===== src/rtl/cellbus_pkg.sv =====
package cellbus_pkg;
  // bytes in one cell on the bus
  localparam int unsigned CELL_LEN  = 53;
  localparam int unsigned ADDR_BITS = 5;
  localparam int unsigned BYTE_BITS = 8;
  localparam int unsigned PORT_CNT  = 2;
endpackage


===== src/rtl/cellbus_addr_match.sv =====
module cellbus_addr_match #(
  parameter int NPORT = 2,
  parameter int AW    = 5,
  parameter int IW    = 1
) (
  input  logic [AW-1:0]       addr,
  input  logic [NPORT*AW-1:0] cfg_addr,
  output logic                hit,
  output logic [IW-1:0]       idx
);
  logic [NPORT-1:0] eq;

  for (genvar p = 0; p < NPORT; p++) begin : g_cmp
    assign eq[p] = (addr == cfg_addr[p*AW +: AW]);
  end

  // lowest port index wins on duplicate addresses
  always_comb begin
    hit = 1'b0;
    idx = '0;
    for (int p = NPORT - 1; p >= 0; p--) begin
      if (eq[p]) begin
        hit = 1'b1;
        idx = IW'(p);
      end
    end
  end
endmodule


===== src/rtl/cellbus_port_ctx.sv =====
module cellbus_port_ctx #(
  parameter int CELL_BYTES = 53,
  parameter int OFF_W      = 6
) (
  input  logic             clk,
  input  logic             rst_n,
  input  logic             load,
  input  logic             adv,
  output logic             ready,
  output logic [OFF_W-1:0] off
);
  logic             last;
  logic             ready_nx;
  logic [OFF_W-1:0] off_nx;

  assign last = (off == OFF_W'(CELL_BYTES - 1));

  always_comb begin
    off_nx   = off;
    ready_nx = ready;
    if (adv) begin
      off_nx = last ? '0 : OFF_W'(off + 1'b1);
      if (last) ready_nx = 1'b0;
    end
    if (load) ready_nx = 1'b1;
  end

  always_ff @(posedge clk or negedge rst_n) begin
    if (!rst_n) begin
      ready <= 1'b0;
      off   <= '0;
    end else begin
      ready <= ready_nx;
      if (adv) off <= off_nx;
    end
  end
endmodule


===== src/rtl/cellbus_rx_phy.sv =====
module cellbus_rx_phy #(
  parameter int NPORT      = cellbus_pkg::PORT_CNT,
  parameter int AW         = cellbus_pkg::ADDR_BITS,
  parameter int DW         = cellbus_pkg::BYTE_BITS,
  parameter int CELL_BYTES = cellbus_pkg::CELL_LEN,
  localparam int OFF_W     = $clog2(CELL_BYTES),
  localparam int IW        = (NPORT > 1) ? $clog2(NPORT) : 1
) (
  input  logic                clk,
  input  logic                rst_n,
  input  logic [NPORT*AW-1:0] cfg_addr,
  input  logic [NPORT-1:0]    cell_load,
  input  logic [NPORT*DW-1:0] buf_rd_data,
  output logic [NPORT-1:0]    buf_rd_en,
  output logic [OFF_W-1:0]    buf_rd_off,
  input  logic [AW-1:0]       bus_addr,
  input  logic                bus_enb_n,
  output logic                bus_clav,
  output logic                bus_clav_oe,
  output logic [DW-1:0]       bus_data,
  output logic                bus_soc,
  output logic                bus_data_oe
);
  // reset: asynchronous assert, synchronous release
  logic [1:0] rst_sync;
  logic       rst_q_n;

  always_ff @(posedge clk or negedge rst_n) begin
    if (!rst_n) rst_sync <= 2'b00;
    else        rst_sync <= {rst_sync[0], 1'b1};
  end
  assign rst_q_n = rst_sync[1];

  // address decode of the current bus cycle
  logic          hit;
  logic [IW-1:0] hit_idx;

  cellbus_addr_match #(.NPORT(NPORT), .AW(AW), .IW(IW)) u_match (
    .addr    (bus_addr),
    .cfg_addr(cfg_addr),
    .hit     (hit),
    .idx     (hit_idx)
  );

  // per-port context
  logic [NPORT-1:0] ready;
  logic [NPORT-1:0] adv;
  logic [OFF_W-1:0] off [NPORT];

  for (genvar p = 0; p < NPORT; p++) begin : g_port
    cellbus_port_ctx #(.CELL_BYTES(CELL_BYTES), .OFF_W(OFF_W)) u_ctx (
      .clk  (clk),
      .rst_n(rst_q_n),
      .load (cell_load[p]),
      .adv  (adv[p]),
      .ready(ready[p]),
      .off  (off[p])
    );
  end

  // state
  logic          enb_n_q;
  logic          pend_hit_q;
  logic [IW-1:0] pend_idx_q;
  logic          act_vld_q;
  logic [IW-1:0] act_idx_q;
  logic          clav_q, clav_oe_q;
  logic [DW-1:0] data_q;
  logic          soc_q, data_oe_q;

  // next-state
  logic          sel_now;
  logic          eff_vld;
  logic [IW-1:0] eff_idx;
  logic          xfer;
  logic          clav_nx, soc_nx;
  logic [DW-1:0] data_nx;

  always_comb begin
    sel_now = enb_n_q & ~bus_enb_n;
    eff_vld = sel_now ? pend_hit_q : act_vld_q;
    eff_idx = sel_now ? pend_idx_q : act_idx_q;
    xfer    = ~bus_enb_n & eff_vld & ready[eff_idx];
    clav_nx = hit & ready[hit_idx];
    data_nx = buf_rd_data[eff_idx*DW +: DW];
    soc_nx  = (off[eff_idx] == '0);
  end

  for (genvar p = 0; p < NPORT; p++) begin : g_adv
    assign adv[p] = xfer && (eff_idx == IW'(p));
  end

  always_ff @(posedge clk or negedge rst_q_n) begin
    if (!rst_q_n) begin
      enb_n_q    <= 1'b1;
      pend_hit_q <= 1'b0;
      pend_idx_q <= '0;
      act_vld_q  <= 1'b0;
      act_idx_q  <= '0;
      clav_q     <= 1'b0;
      clav_oe_q  <= 1'b0;
      data_q     <= '0;
      soc_q      <= 1'b0;
      data_oe_q  <= 1'b0;
    end else begin
      enb_n_q    <= bus_enb_n;
      pend_hit_q <= hit;
      pend_idx_q <= hit_idx;
      if (sel_now) begin
        act_vld_q <= pend_hit_q;
        act_idx_q <= pend_idx_q;
      end
      clav_oe_q <= hit;
      clav_q    <= clav_nx;
      data_oe_q <= xfer;
      soc_q     <= xfer & soc_nx;
      if (xfer) data_q <= data_nx;
    end
  end

  assign buf_rd_en   = adv;
  assign buf_rd_off  = off[eff_idx];
  assign bus_clav    = clav_q;
  assign bus_clav_oe = clav_oe_q;
  assign bus_data    = data_q;
  assign bus_soc     = soc_q;
  assign bus_data_oe = data_oe_q;
endmodule


===== config.mk =====
export PLATFORM = sky130hd
export DESIGN_NAME = cellbus_rx_phy
export DESIGN_NICKNAME = d
export VERILOG_FILES = /design/src/rtl/cellbus_pkg.sv /design/src/rtl/cellbus_addr_match.sv /design/src/rtl/cellbus_port_ctx.sv /design/src/rtl/cellbus_rx_phy.sv
export SDC_FILE = /design/constraint.sdc
export NUM_CORES = 1
export LEC_CHECK = 0
export ABC_AREA = 1
export CAP_MARGIN = 10
export CELL_PAD_IN_SITES_DETAIL_PLACEMENT = 2
export CELL_PAD_IN_SITES_GLOBAL_PLACEMENT = 2
export CORE_UTILIZATION = 31
export CTS_CLUSTER_SIZE = 30
export DETAILED_ROUTE_END_ITERATION = 16
export DONT_BUFFER_PORTS = 1
export PLACE_DENSITY_LB_ADDON = 0.1
export SYNTH_ARGS = -nofsm -noshare
export SYNTH_HDL_FRONTEND = slang
export SYNTH_SLANG_ARGS = --single-unit

===== constraint.sdc =====
create_clock -name clk -period 1.3 [get_ports clk]
set_input_delay 0.13 -clock clk [delete_from_list [all_inputs] [get_ports clk]]
set_output_delay 0.13 -clock clk [all_outputs]
set_load 0.01 [all_outputs]

# Word-level counts from Yosys, hierarchy flattened
# Cells that the tools add are included.
[word_totals]
ramBits = 0
memories = 0
latchBits = 0
register_bits = 32
elab_cells = 61
romBits = 0
[op_classes]
n_addsub = 2
bitwise_logic = 8
shift = 1
div_mod_pow = 0
order_cmp = 3
n_mul = 0
eq_ne = 4
n_reduce_logical = 9
n_mux = 20
[ops]
columns = ["op", "count"]
rows = [
  ["2-to-1 mux 6 bit", 5],
  ["indexed part select 16 x 5 -> 8 bit", 1],
  ["2-to-1 mux 1 bit", 15],
  ["adder 6 x 1 -> 6 bit (second input constant)", 2],
  ["equality test 6 bit (second input constant)", 2],
  ["equality test 5 bit", 2],
  ["nonzero test 2 bit", 4],
  ["zero test 6 bit", 1],
  ["bitwise AND 1 bit", 5],
  ["less-than comparator 1 x 2 -> 1 bit (second input constant)", 2],
  ["AND reduction 2 bit", 2],
  [">= comparator 2 bit (second input constant)", 1],
  ["logical AND 1 bit", 2],
  ["inverter 1 bit", 2],
  ["inverter 1 -> 2 bit", 1],
]

# Logic depth before layout (Yosys ltp)
# Gate-level depths: netlist (run 1).
[logic_depth]
ltp_word = 9
depth_mapped = 10
mapped_depth_nobuf = 10

# Modules after synthesis
# A second synthesis (run 1) with hierarchy kept.
[unflattened]
cells_unflattened = 270
area_unflattened_um2 = 1973.1
[modules_own_cells]
columns = ["module", "cells_per_inst", "instances", "area_each_um2"]
rows = [
  ["cellbus_rx_phy", 119, 1, 927.1],
  ["cellbus_port_ctx", 49, 2, 415.4],
  ["cellbus_addr_match", 53, 1, 215.2],
]

# Worst setup path before layout (run 1)
# Ideal clock, no wire load.
[synth_timing]
path_type = "register to register"
from = "register enb_n_q"
to = "register soc_q (netlist: bus_soc)"
slack_ns = -0.132
t_required_ns = 1.186
path_stages_with_launch = 9
arrival_ns = 1.317
period_less_slack_ns = 1.432
cell_sequence = "dfstp_2 > nand2_2 > nand2_4 > nand2_4 > buf_6 > o21ai_1 > nor2_1 > nand2_1 > nor2_2"
[synth_between]
elab_chain_cells = 8
[synth_rtl]
columns = ["element", "line", "rtl"]
rows = [
  ["start, declared", "cellbus_rx_phy.sv:62", "logic enb_n_q;"],
  ["start signal, assigned", "cellbus_rx_phy.sv:106", "enb_n_q <= bus_enb_n;"],
  ["bitwise AND 1 bit", "cellbus_rx_phy.sv:80", "sel_now = enb_n_q & ~bus_enb_n;"],
  ["2-to-1 mux 1 bit", "n/a", ""],
  ["inverter 1 -> 2 bit", "n/a", ""],
  ["2-to-1 mux 6 bit (3 in a row)", "n/a", ""],
  ["named net buf_rd_off[2]", "cellbus_rx_phy.sv:15", "output logic [OFF_W-1:0] buf_rd_off,"],
  ["zero test 6 bit", "cellbus_rx_phy.sv:86", "soc_nx = (off[eff_idx] == '0);"],
  ["bitwise AND 1 bit", "cellbus_rx_phy.sv:116", "soc_q <= xfer & soc_nx;"],
  ["end signal, assigned", "cellbus_rx_phy.sv:116", ""],
  ["end, declared", "cellbus_rx_phy.sv:69", "logic soc_q, data_oe_q;"],
]
# The timed path passes the listed nets, and every way through them passes these cells. The select of a mux whose other input is x is not followed.
# A chain may end at the register's enable or synchronous reset.

# Final worst setup path (run 1)
[layout_timing]
from = "register enb_n_q"
to = "output buf_rd_off[5]"
[layout_between]
elab_chain_cells = 6
[layout_rtl]
columns = ["element", "line", "rtl"]
rows = [
  ["bitwise AND 1 bit", "cellbus_rx_phy.sv:80", ""],
  ["2-to-1 mux 1 bit", "n/a", ""],
  ["inverter 1 -> 2 bit (implied by the code)", "cellbus_rx_phy.sv:122", "assign buf_rd_off = off[eff_idx];"],
  ["2-to-1 mux 6 bit (implied by the code) (3 in a row)", "cellbus_rx_phy.sv:122", ""],
  ["end, declared", "cellbus_rx_phy.sv:15", ""],
]
# No other way between the ends. The select of a mux whose other input is x is not followed.

==> impl_metrics.yaml, run 1 <==
run_status:
  outcome: "finished, violations left"
  failed_checks: "setup timing"
placement:
  detailed_place.area_sq_mm: 0.00233
  placed_cells_incl_taps: 353
  gp_routability_congestion: 0.738
  place_hpwl_um: 3960
  place.port_buffers: 0
sta:
  final.min_clock_period_ns: 1.75
  drv_slew: 0
  hold_violations: 0
  finalClockSkew_ns: 0.00870
  setup_total_negative_slack_ns: -9.90
  unrepaired_setup_endpoints_after_global_routing: "yes"
  fin_crit_sh_pct: 135
  setup_slack_ns: -0.452
  hold_ws_ns: 0.0484
  setup-violations-final: 32
  achievable-frequency_ghz: 0.571
global_route:
  grt_usage_pct: 18.6
  grt_pass1_vias: 1881
  antenna_found_initial: 0
  remaining_overflow_grt: 0
  grt_start_max_net_pins: 31
  grt_pass1_wl_um: 9030
floorplanning:
  floorplan.die_area_sq_mm: 0.00649
  die_ht_um: 80.6
  die_w_um: 80.6
  core_footprint_sq_mm: 0.00596
  std_cell_rows: 28
  boundaryPins: 56
  initial_core_util_pct: 32.1
worst_setup_path:
  crit_slowest_cell: "dfstp_2"
  regToRegStartpoint: "enb_n_q"
  r2r_setup_slk_ns: -0.34
  crit_path_frequent_cell: "buf_6"
  worstPathMaxFanout: 7
  setup.worst_path.end_class: "primary output"
  worstPathCellList: "nand3_4, buf_6, nand2_8, buf_6, nand2_4, o21ai_4, buf_6"
  reg2regPathDepth: 9
  required_time_at_the_worst_slack_endpoint_ns: 1.17
  timing.rr.end: "bus_data[1]"
  arrival_ns: 1.62
  startpoint_type: "flop"
  critPathMaxStageDelay_ns: 0.62
  setup.worst_path.class: "reg2out"
cts:
  ctsRootBufferMaster: "clkbuf_8"
  cts_tree: "built"
  tritoncts.num_buffers: 5
  htreeDepth: 2
  clk_transition_reported_paths_ns: 0.07
  clk_path_buf_depth: 2
  numClockSinks: 32
  clock_latency_ns: 0.29
layout:
  most_used_cells_in_the_layout_excluding_fill_and_tap_cells: "nand2_1 (89), dfrtp_1 (31), buf_4 (30), inv_1 (23), buf_6 (15)"
  num_antenna_cells: 0
  instances_no_fill: 374
  fillCellCount: 667
  layout.cells.most_common: "nand2_1"
  multi_input_comb_area_sq_mm: 0.00112
  syn_to_final_growth_pct: 42.9
  utilization_pct: 45.9
  regArea_sq_um: 802
  layout.nets: 338
  design_area_sq_mm: 0.00274
  post_route_cells_drive_above_1_share_pct: 36.5
flow_run:
  max_cap_viol_count: 0
routing:
  vias: 1779
  vias_per_cell: 4.76
  totalWireLength_um: 5730
  drt-wirelength-per-cell_um: 15.3
  drcViolationCount: 0
  drtIter0Drc: 35
  drt.antenna.violating_nets: 0
  drt_first_pass_iters: 4
synth:
  per_instance_average_area_after_synthesis_sq_um: 7.81
  postSynthCellCount: 245
  synth_fp_nets: 285
  syn_area_sq_mm: 0.00191
  synth_seq_cells: 32
  synth_cell_type_count: 27
  synth.largest_area_cell: "dfrtp_1"
  post-synth-top-area-fraction_pct: 40.5
  yosysSeqAreaShare_pct: 41.9
  synth_warn: 0
  synth.area.top_cells: "dfrtp_1 (41%), nand2_1 (18%), o21ai_2 (5.5%)"
hold_path:
  hp-class: "in2reg"
  timing.hold.worst_endpoint: "bus_data[3]"
  worst_hold_path.num_cells: 4
  hp-start: "buf_rd_data[3]"
pwr:
  cellPowerDensity_mw_per_mm2: 1130
  vdd_ir_drop_max_mv: 0.456
  cellLeakagePower_nw: 1.39
-- layer usage --
layer | track usage (%) | vias to the layer above | share of wire (%)
li1 | - | 858 | -
met1 | 22.4 | 869 | 41
met2 | 32.5 | 45 | 53
met3 | 4.43 | 7 | 4.4
met4 | 5.89 | 0 | 1.3
met5 | 0 | - | 0
-- worst max-delay path: cells and delay by family (launching register included) --
kind                   cells  cell delay [ns]
buffers and inverters      3             0.38
DFF                        1             0.62
AOI/OAI and AO/OA          1             0.07
and+or+nand+nor            3             0.25
-- what timing repair did --
| action | 4_1_cts | 5_1_grt |
|---|---|---|
| buffers inserted | 7 | 3 |
| pin swaps | 11 | 14 |
| setup endpoints to repair | 32 | 33 |
| resized for setup | 21 | 23 |
| cloned | 1 | 0 |
| hold buffers | 4 | 0 |
| endpoints found under the hold margin | 5 | 0 |
-- sequential cells by signal, indices dropped and copies added (netlist names) --
signal	count
pend_idx_q	1
bus_clav_oe	1
bus_data	8
bus_soc	1
g_port.u_ctx.ready	2
act_vld_q	1
rst_sync	2
bus_data_oe	1
enb_n_q	1
g_port.u_ctx.off	12
bus_clav	1
act_idx_q	1
-- stage by stage --
stage	total power [mW]	worst slack (ns)
3_3_place_gp	2.11	-0.194
2_1_floorplan	1.77	-0.0799
5_1_grt	3.31	-0.523
4_1_cts	3.09	-0.465
6_report	3.11	-0.452
3_5_place_dp	2.16	-0.259
-- synthesized netlist by cell type, drive strengths merged --
library cell and count:
dfstp 1, o21ai 18, dfrtp 31, nand3 16, nand2 109, nor3 1
nand4 2, xor2 7, inv 27, clkbuf 2, conb 1, and2 1
buf 7, xnor2 7, ha 4, nor2 10, a21oi 1
-- report_power, final --
group	total [mW]	internal [mW]	switching [mW]
sequential	1.34	1.16	0.176
clock	0.832	0.423	0.409
combinational	0.935	0.463	0.472
-- area by class of cell --
cell class	count	share of cell area (%)
sequential	32	29.3
inverter	27	3.70
clock inverter	2	0.366
tap	75	3.43
clock buffer	6	3.02
multi-input combinational	178	40.8
timing repair buffer	54	19.3
-- worst max path at each step --
| stage | depth (start not counted) | start | slack (ns) | end |
|---|---|---|---|---|
| 2_1_floorplan | 8 | enb_n_q | -0.08 | bus_soc |
| 5_1_grt | 7 | enb_n_q | -0.52 | buf_rd_en[0] |
| 3_5_place_dp | 9 | enb_n_q | -0.26 | bus_data[1] |
| 4_1_cts | 6 | enb_n_q | -0.47 | buf_rd_off[2] |
| 3_3_place_gp | 9 | enb_n_q | -0.19 | bus_data[5] |
| 6_report | 7 | enb_n_q | -0.45 | buf_rd_off[5] |
-- cells by family (layout without fill, tap and decap cells) --
family,count (synthesis),count (layout),synth area share (%)
other cells,1,1,0.196
xor+xnor,14,14,6.41
buf+inv,36,89,8.89
compound gates,19,19,7.32
fa+ha+maj,4,4,2.61
simple gates,139,140,32.7
flops,32,32,41.9
Power figures use the tool's default switching activity.
==> run 2, diff against run 1 <==
MAX_ROUTING_LAYER = met4   (was not set)
==> run 2 against run 1 <==
Effect of this change:
- the flow still finishes with violations (setup timing)
- first-iteration DRC count fell by 23%
- hold slack barely moved
- sequential share of layout area did not move
- wire length increased by 0.21%
- design area is the same
- clock power barely moved
- worst setup slack better by 0.0026 ns
- clock skew shrank 0.0010 ns
- flip-flop and latch count did not move
- final cell count unchanged
- core utilization unchanged
==> impl_metrics.yaml, run 2 (synthesis gave the netlist of run 1 again) <==
cts:
  clk_path_buf_depth: 2
  cts_tree: "built"
  clk_transition_reported_paths_ns: 0.07
  clock_latency_ns: 0.29
  ctsRootBufferMaster: "clkbuf_8"
  numClockSinks: 32
  tritoncts.num_buffers: 5
  htreeDepth: 2
pwr:
  netSwitchingFraction_pct: 34.1
  sequentialPowerShare_pct: 43.1
  cellLeakagePower_nw: 1.39
  p_int_mw: 2.05
  power.switching_mw: 1.06
  totalPowerFinal_mw: 3.11
  comb_power_share_pct: 30.1
  cellPowerDensity_mw_per_mm2: 1140
  vdd_ir_drop_max_mv: 0.456
  p_clk_share_pct: 26.8
routing:
  drt.antenna.violating_nets: 0
  totalWireLength_um: 5750
  vias_per_cell: 4.75
  drt-wirelength-per-cell_um: 15.4
  drtIter0Drc: 27
  drcViolationCount: 0
  drt_first_pass_iters: 4
  vias: 1775
worst_setup_path:
  worstPathCellList: "nand3_4, buf_6, nand2_8, buf_6, nand2_4, o21ai_4, buf_6"
  setup.worst_path.end_class: "primary output"
  worstPathMaxFanout: 7
  regToRegStartpoint: "enb_n_q"
  critPathMaxStageDelay_ns: 0.62
  worst_path_bufs_invs: 3
  crit_path_frequent_cell: "buf_6"
  reg2regPathDepth: 9
  arrival_ns: 1.62
  timing.rr.end: "bus_data[1]"
  required_time_at_the_worst_slack_endpoint_ns: 1.17
  setup.worst_path.class: "reg2out"
  crit_slowest_cell: "dfstp_2"
  cpLargestDelayFamily: "flip-flops"
  r2r_setup_slk_ns: -0.34
  startpoint_type: "flop"
floorplanning:
  floorplan.die_area_sq_mm: 0.00649
  die_w_um: 80.6
  initial_core_util_pct: 32.1
  die_ht_um: 80.6
  boundaryPins: 56
  core_footprint_sq_mm: 0.00596
  std_cell_rows: 28
layout:
  utilization_pct: 45.9
  instances_no_fill: 374
  design_area_sq_mm: 0.00274
  most_used_cells_in_the_layout_excluding_fill_and_tap_cells: "nand2_1 (89), dfrtp_1 (31), buf_4 (30), inv_1 (23), buf_6 (15)"
  syn_to_final_growth_pct: 42.9
  max_flop_register: "g_port.u_ctx.off"
  post_route_cells_drive_above_1_share_pct: 36.5
  num_antenna_cells: 0
  layout.cells.most_common: "nand2_1"
  largest_register_ffs: 12
  layout.nets: 338
global_route:
  remaining_overflow_grt: 0
  antenna_found_initial: 0
  grt_pass1_vias: 1882
  grt_usage_pct: 19.1
  grt_pass1_wl_um: 9010
  grt_start_max_net_pins: 31
sta:
  fin_crit_sh_pct: 135
  setup-violations-final: 32
  setup_slack_ns: -0.449
  unrepaired_setup_endpoints_after_global_routing: "yes"
  drv_slew: 0
  final.min_clock_period_ns: 1.75
  achievable-frequency_ghz: 0.572
  finalClockSkew_ns: 0.00769
  hold_violations: 0
placement:
  placed_cells_incl_taps: 353
  place.port_buffers: 0
  gp_routability_congestion: 0.747
  worst_slack_at_placement_ns: -0.259
  detailed_place.area_sq_mm: 0.00233
  place_hpwl_um: 3960
run_status:
  failed_checks: "setup timing"
  outcome: "finished, violations left"
hold_path:
  hp-class: "in2reg"
  worst_hold_path.num_cells: 4
  hp-start: "buf_rd_data[3]"
  timing.hold.worst_endpoint: "bus_data[3]"
flow_run:
  max_cap_viol_count: 0
run 2: cell counts in the layout (fill, tap and decap cells not counted):
No cell type changed its count.
run 2: metrics by stage:
step | setup TNS (ns) | hold WS (ns)
finish | -9.94 | 0.0486
global route | -12.65 | 0.0411
CTS | -9.98 | 0.0412
detailed placement | -6.19 | -0.166
global placement | -4.60 | -0.166
floorplan | -0.867 | -0.166
run 2: worst reg2reg max path: stages, from the launching register on:
cell and delay [ns]:
dfstp_2 0.62, nand2_4 0.10, nand2_8 0.11, nand3_2 0.10, nand2_2 0.09, nor2_4 0.06, buf_4 0.15, inv_1 0.21
nand2_1 0.10, nand2_1 0.07
run 2: worst max path at each step:
stage,from,endpoint,slack (ns),depth (start not counted)
2_1_floorplan,enb_n_q,bus_soc,-0.08,8
5_1_grt,enb_n_q,buf_rd_en[0],-0.52,7
6_report,enb_n_q,buf_rd_off[5],-0.45,7
4_1_cts,enb_n_q,buf_rd_off[2],-0.47,6
3_3_place_gp,enb_n_q,bus_data[5],-0.19,9
3_5_place_dp,enb_n_q,bus_data[1],-0.26,9
run 2: final cells by class:
| class | count | area (sq um) |
|---|---|---|
| fillers | 667 | 3220 |
| inverters | 27 | 101 |
| clock inverters | 2 | 10.0 |
| well taps | 75 | 93.8 |
| clock buffers | 6 | 82.6 |
| multi-input cells | 178 | 1120 |
| flip-flops and latches | 32 | 802 |
| repair buffers | 54 | 529 |
run 2: power by group through the flow:
stage          clock network, mW  registers, mW  logic (mW)
6_report                   0.832           1.34       0.936
2_1_floorplan                  0           1.35       0.423
3_5_place_dp                   0           1.36       0.796
3_3_place_gp                   0           1.35       0.755
5_1_grt                    0.892           1.36        1.05
4_1_cts                    0.858           1.35       0.884
run 2: repair_timing:
action | 4_1_cts | 5_1_grt
pin swaps | 11 | 14
hold buffers | 4 | 0
resized for setup | 21 | 23
endpoints found under the setup margin | 32 | 33
hold endpoints to repair | 5 | 0
buffers inserted | 7 | 3
cloned | 1 | 0
run 2: layer usage:
metal / vias to the layer above / wire, um / track usage (%)
li1: 858 / - / -
met1: 865 / 2380 / 22.4
met2: 45 / 3050 / 32.5
met3: 7 / 238 / 4.20
met4: 0 / 72 / 5.89
met5: - / 0 / -
==> run 3, diff against run 2 <==
CORE_UTILIZATION = 33   (was 31)
CTS_BUF_LIST = sky130_fd_sc_hd__clkbuf_8   (was not set)
==> run 3 against run 2 <==
Effect of this change:
- the flow still finishes with violations (setup timing)
- die area decreased by 5.9%
- worst setup slack got worse by 0.019 ns
- combinational power increased by 8%
- final cell count unchanged
- global-route usage increased by 1.9 points
- critical endpoint is now buf_rd_en[1]
- largest power group unchanged
==> impl_metrics.yaml, run 3 (synthesis gave the netlist of run 1 again) <==
run_status:
  outcome: "finished, violations left"
  failed_checks: "setup timing"
layout:
  syn_to_final_growth_pct: 47.1
  layout.cells.most_common: "nand2_1"
  num_antenna_cells: 0
  max_flop_register: "g_port.u_ctx.off"
  fillCellCount: 599
  utilization_pct: 50.8
  layout.nets: 341
  most_used_cells_in_the_layout_excluding_fill_and_tap_cells: "nand2_1 (84), dfrtp_1 (31), buf_4 (30), inv_1 (24), buf_6 (20)"
  largest_register_ffs: 12
  instances_no_fill: 374
  post_route_cells_drive_above_1_share_pct: 39.1
worst_setup_path:
  required_time_at_the_worst_slack_endpoint_ns: 1.17
  arrival_ns: 1.64
  worst_path_bufs_invs: 2
  crit_path_frequent_cell: "nand3_2"
  setup.worst_path.end_class: "primary output"
  worstPathCellList: "nand3_2, nand3_2, nand2_2, nor2_4, nand2_4, inv_1, buf_4"
  r2r_setup_slk_ns: -0.44
  startpoint_type: "flop"
  reg2regPathDepth: 9
  timing.rr.end: "bus_data[0]"
  crit_slowest_cell: "dfstp_2"
  cpLargestDelayFamily: "flip-flops"
  regToRegStartpoint: "enb_n_q"
  critPathMaxStageDelay_ns: 0.62
  worstPathMaxFanout: 4
  setup.worst_path.class: "reg2out"
floorplanning:
  die_ht_um: 78.2
  boundaryPins: 56
  die_w_um: 78.2
  core_footprint_sq_mm: 0.00554
  std_cell_rows: 27
  floorplan.die_area_sq_mm: 0.00611
  initial_core_util_pct: 34.6
routing:
  drt.antenna.violating_nets: 0
  vias: 1800
  drcViolationCount: 0
  vias_per_cell: 4.81
  drtIter0Drc: 27
  drt_first_pass_iters: 3
  totalWireLength_um: 6310
  drt-wirelength-per-cell_um: 16.9
pwr:
  comb_power_share_pct: 30.6
  p_clk_share_pct: 28.6
  cellPowerDensity_mw_per_mm2: 1180
  netSwitchingFraction_pct: 32.5
  power.switching_mw: 1.08
  cellLeakagePower_nw: 1.47
  totalPowerFinal_mw: 3.31
  vdd_ir_drop_max_mv: 0.551
  sequentialPowerShare_pct: 40.8
  p_int_mw: 2.24
hold_path:
  hp-class: "in2reg"
  worst_hold_path.num_cells: 4
  timing.hold.worst_endpoint: "bus_data[3]"
  hp-start: "buf_rd_data[3]"
sta:
  finalClockSkew_ns: 0.00579
  final.min_clock_period_ns: 1.77
  setup-violations-final: 33
  drv_slew: 0
  fin_crit_sh_pct: 136
  setup_slack_ns: -0.468
  unrepaired_setup_endpoints_after_global_routing: "yes"
  achievable-frequency_ghz: 0.566
  hold_violations: 0
  setup_total_negative_slack_ns: -12.07
  hold_ws_ns: 0.0582
cts:
  clk_transition_reported_paths_ns: 0.07
  clock_latency_ns: 0.28
  tritoncts.num_buffers: 5
  clk_path_buf_depth: 2
  numClockSinks: 32
  ctsRootBufferMaster: "clkbuf_8"
  htreeDepth: 2
  cts_tree: "built"
placement:
  placed_cells_incl_taps: 349
  gp_routability_congestion: 0.726
  place.port_buffers: 0
  place_hpwl_um: 3940
flow_run:
  max_cap_viol_count: 0
global_route:
  grt_pass1_wl_um: 9520
  remaining_overflow_grt: 0
  grt_pass1_vias: 1935
  antenna_found_initial: 0
  grt_start_max_net_pins: 18
  grt_usage_pct: 21.1
## run 3: final cells by class
class	instances	area [sq um]	share of cell area (%)
clock buffer	5	68.8	2.44
clock inverter	3	38.8	1.38
inverter	27	105	3.73
multi-input combinational	177	1140	40.5
sequential	32	802	28.5
tap	72	90.1	3.20
timing repair buffer	58	571	20.3
## run 3: repair_timing
action,in CTS,in global routing
gates resized for setup,38,21
setup buffers,9,3
pin swaps,10,12
gates cloned,0,1
hold buffers,4,0
endpoints found under the hold margin,5,0
endpoints found under the setup margin,32,33
## run 3: power by group through the flow
| stage | Clock (mW) | Sequential [mW] | Combinational, mW |
|---|---|---|---|
| 6_report | 0.948 | 1.35 | 1.01 |
| 5_1_grt | 1.02 | 1.37 | 1.11 |
| 4_1_cts | 0.992 | 1.35 | 0.918 |
| 3_5_place_dp | 0 | 1.36 | 0.754 |
| 3_3_place_gp | 0 | 1.36 | 0.720 |
| 2_1_floorplan | 0 | 1.35 | 0.423 |
## run 3: worst max-delay path by stage
| stage | start | to | slack [ns] | cells after the start |
|---|---|---|---|---|
| finish | enb_n_q | buf_rd_en[1] | -0.47 | 7 |
| global placement | enb_n_q | bus_data[7] | -0.23 | 9 |
| floorplan | enb_n_q | bus_soc | -0.08 | 8 |
| detailed placement | enb_n_q | bus_data[6] | -0.27 | 9 |
| CTS | enb_n_q | buf_rd_off[5] | -0.43 | 6 |
| global route | enb_n_q | buf_rd_en[1] | -0.54 | 7 |
## run 3: per-layer routing
layer,global-route usage [%],vias to the layer above,share of wire [%]
li1,-,857,-
met1,23.6,897,39
met2,39.1,42,58
met3,3.14,4,2.7
met4,5.00,0,0.67
met5,-,-,0
## run 3: through the flow
stage          setup WS [ns]  instance area, sq um
6_report              -0.468                  2820
3_5_place_dp          -0.272                  2290
5_1_grt               -0.539                  2820
2_1_floorplan        -0.0799                  1940
3_3_place_gp          -0.229                  2290
4_1_cts               -0.426                  2680
## run 3: worst reg2reg max path: stages (launching register included)
cell and delay, ns:
dfstp_2 0.62, nand3_2 0.12, nand3_2 0.08, nand2_2 0.06, nor2_4 0.19, buf_6 0.13, buf_6 0.11, clkinvlp_4 0.16
nand2_1 0.11, nand2_1 0.05
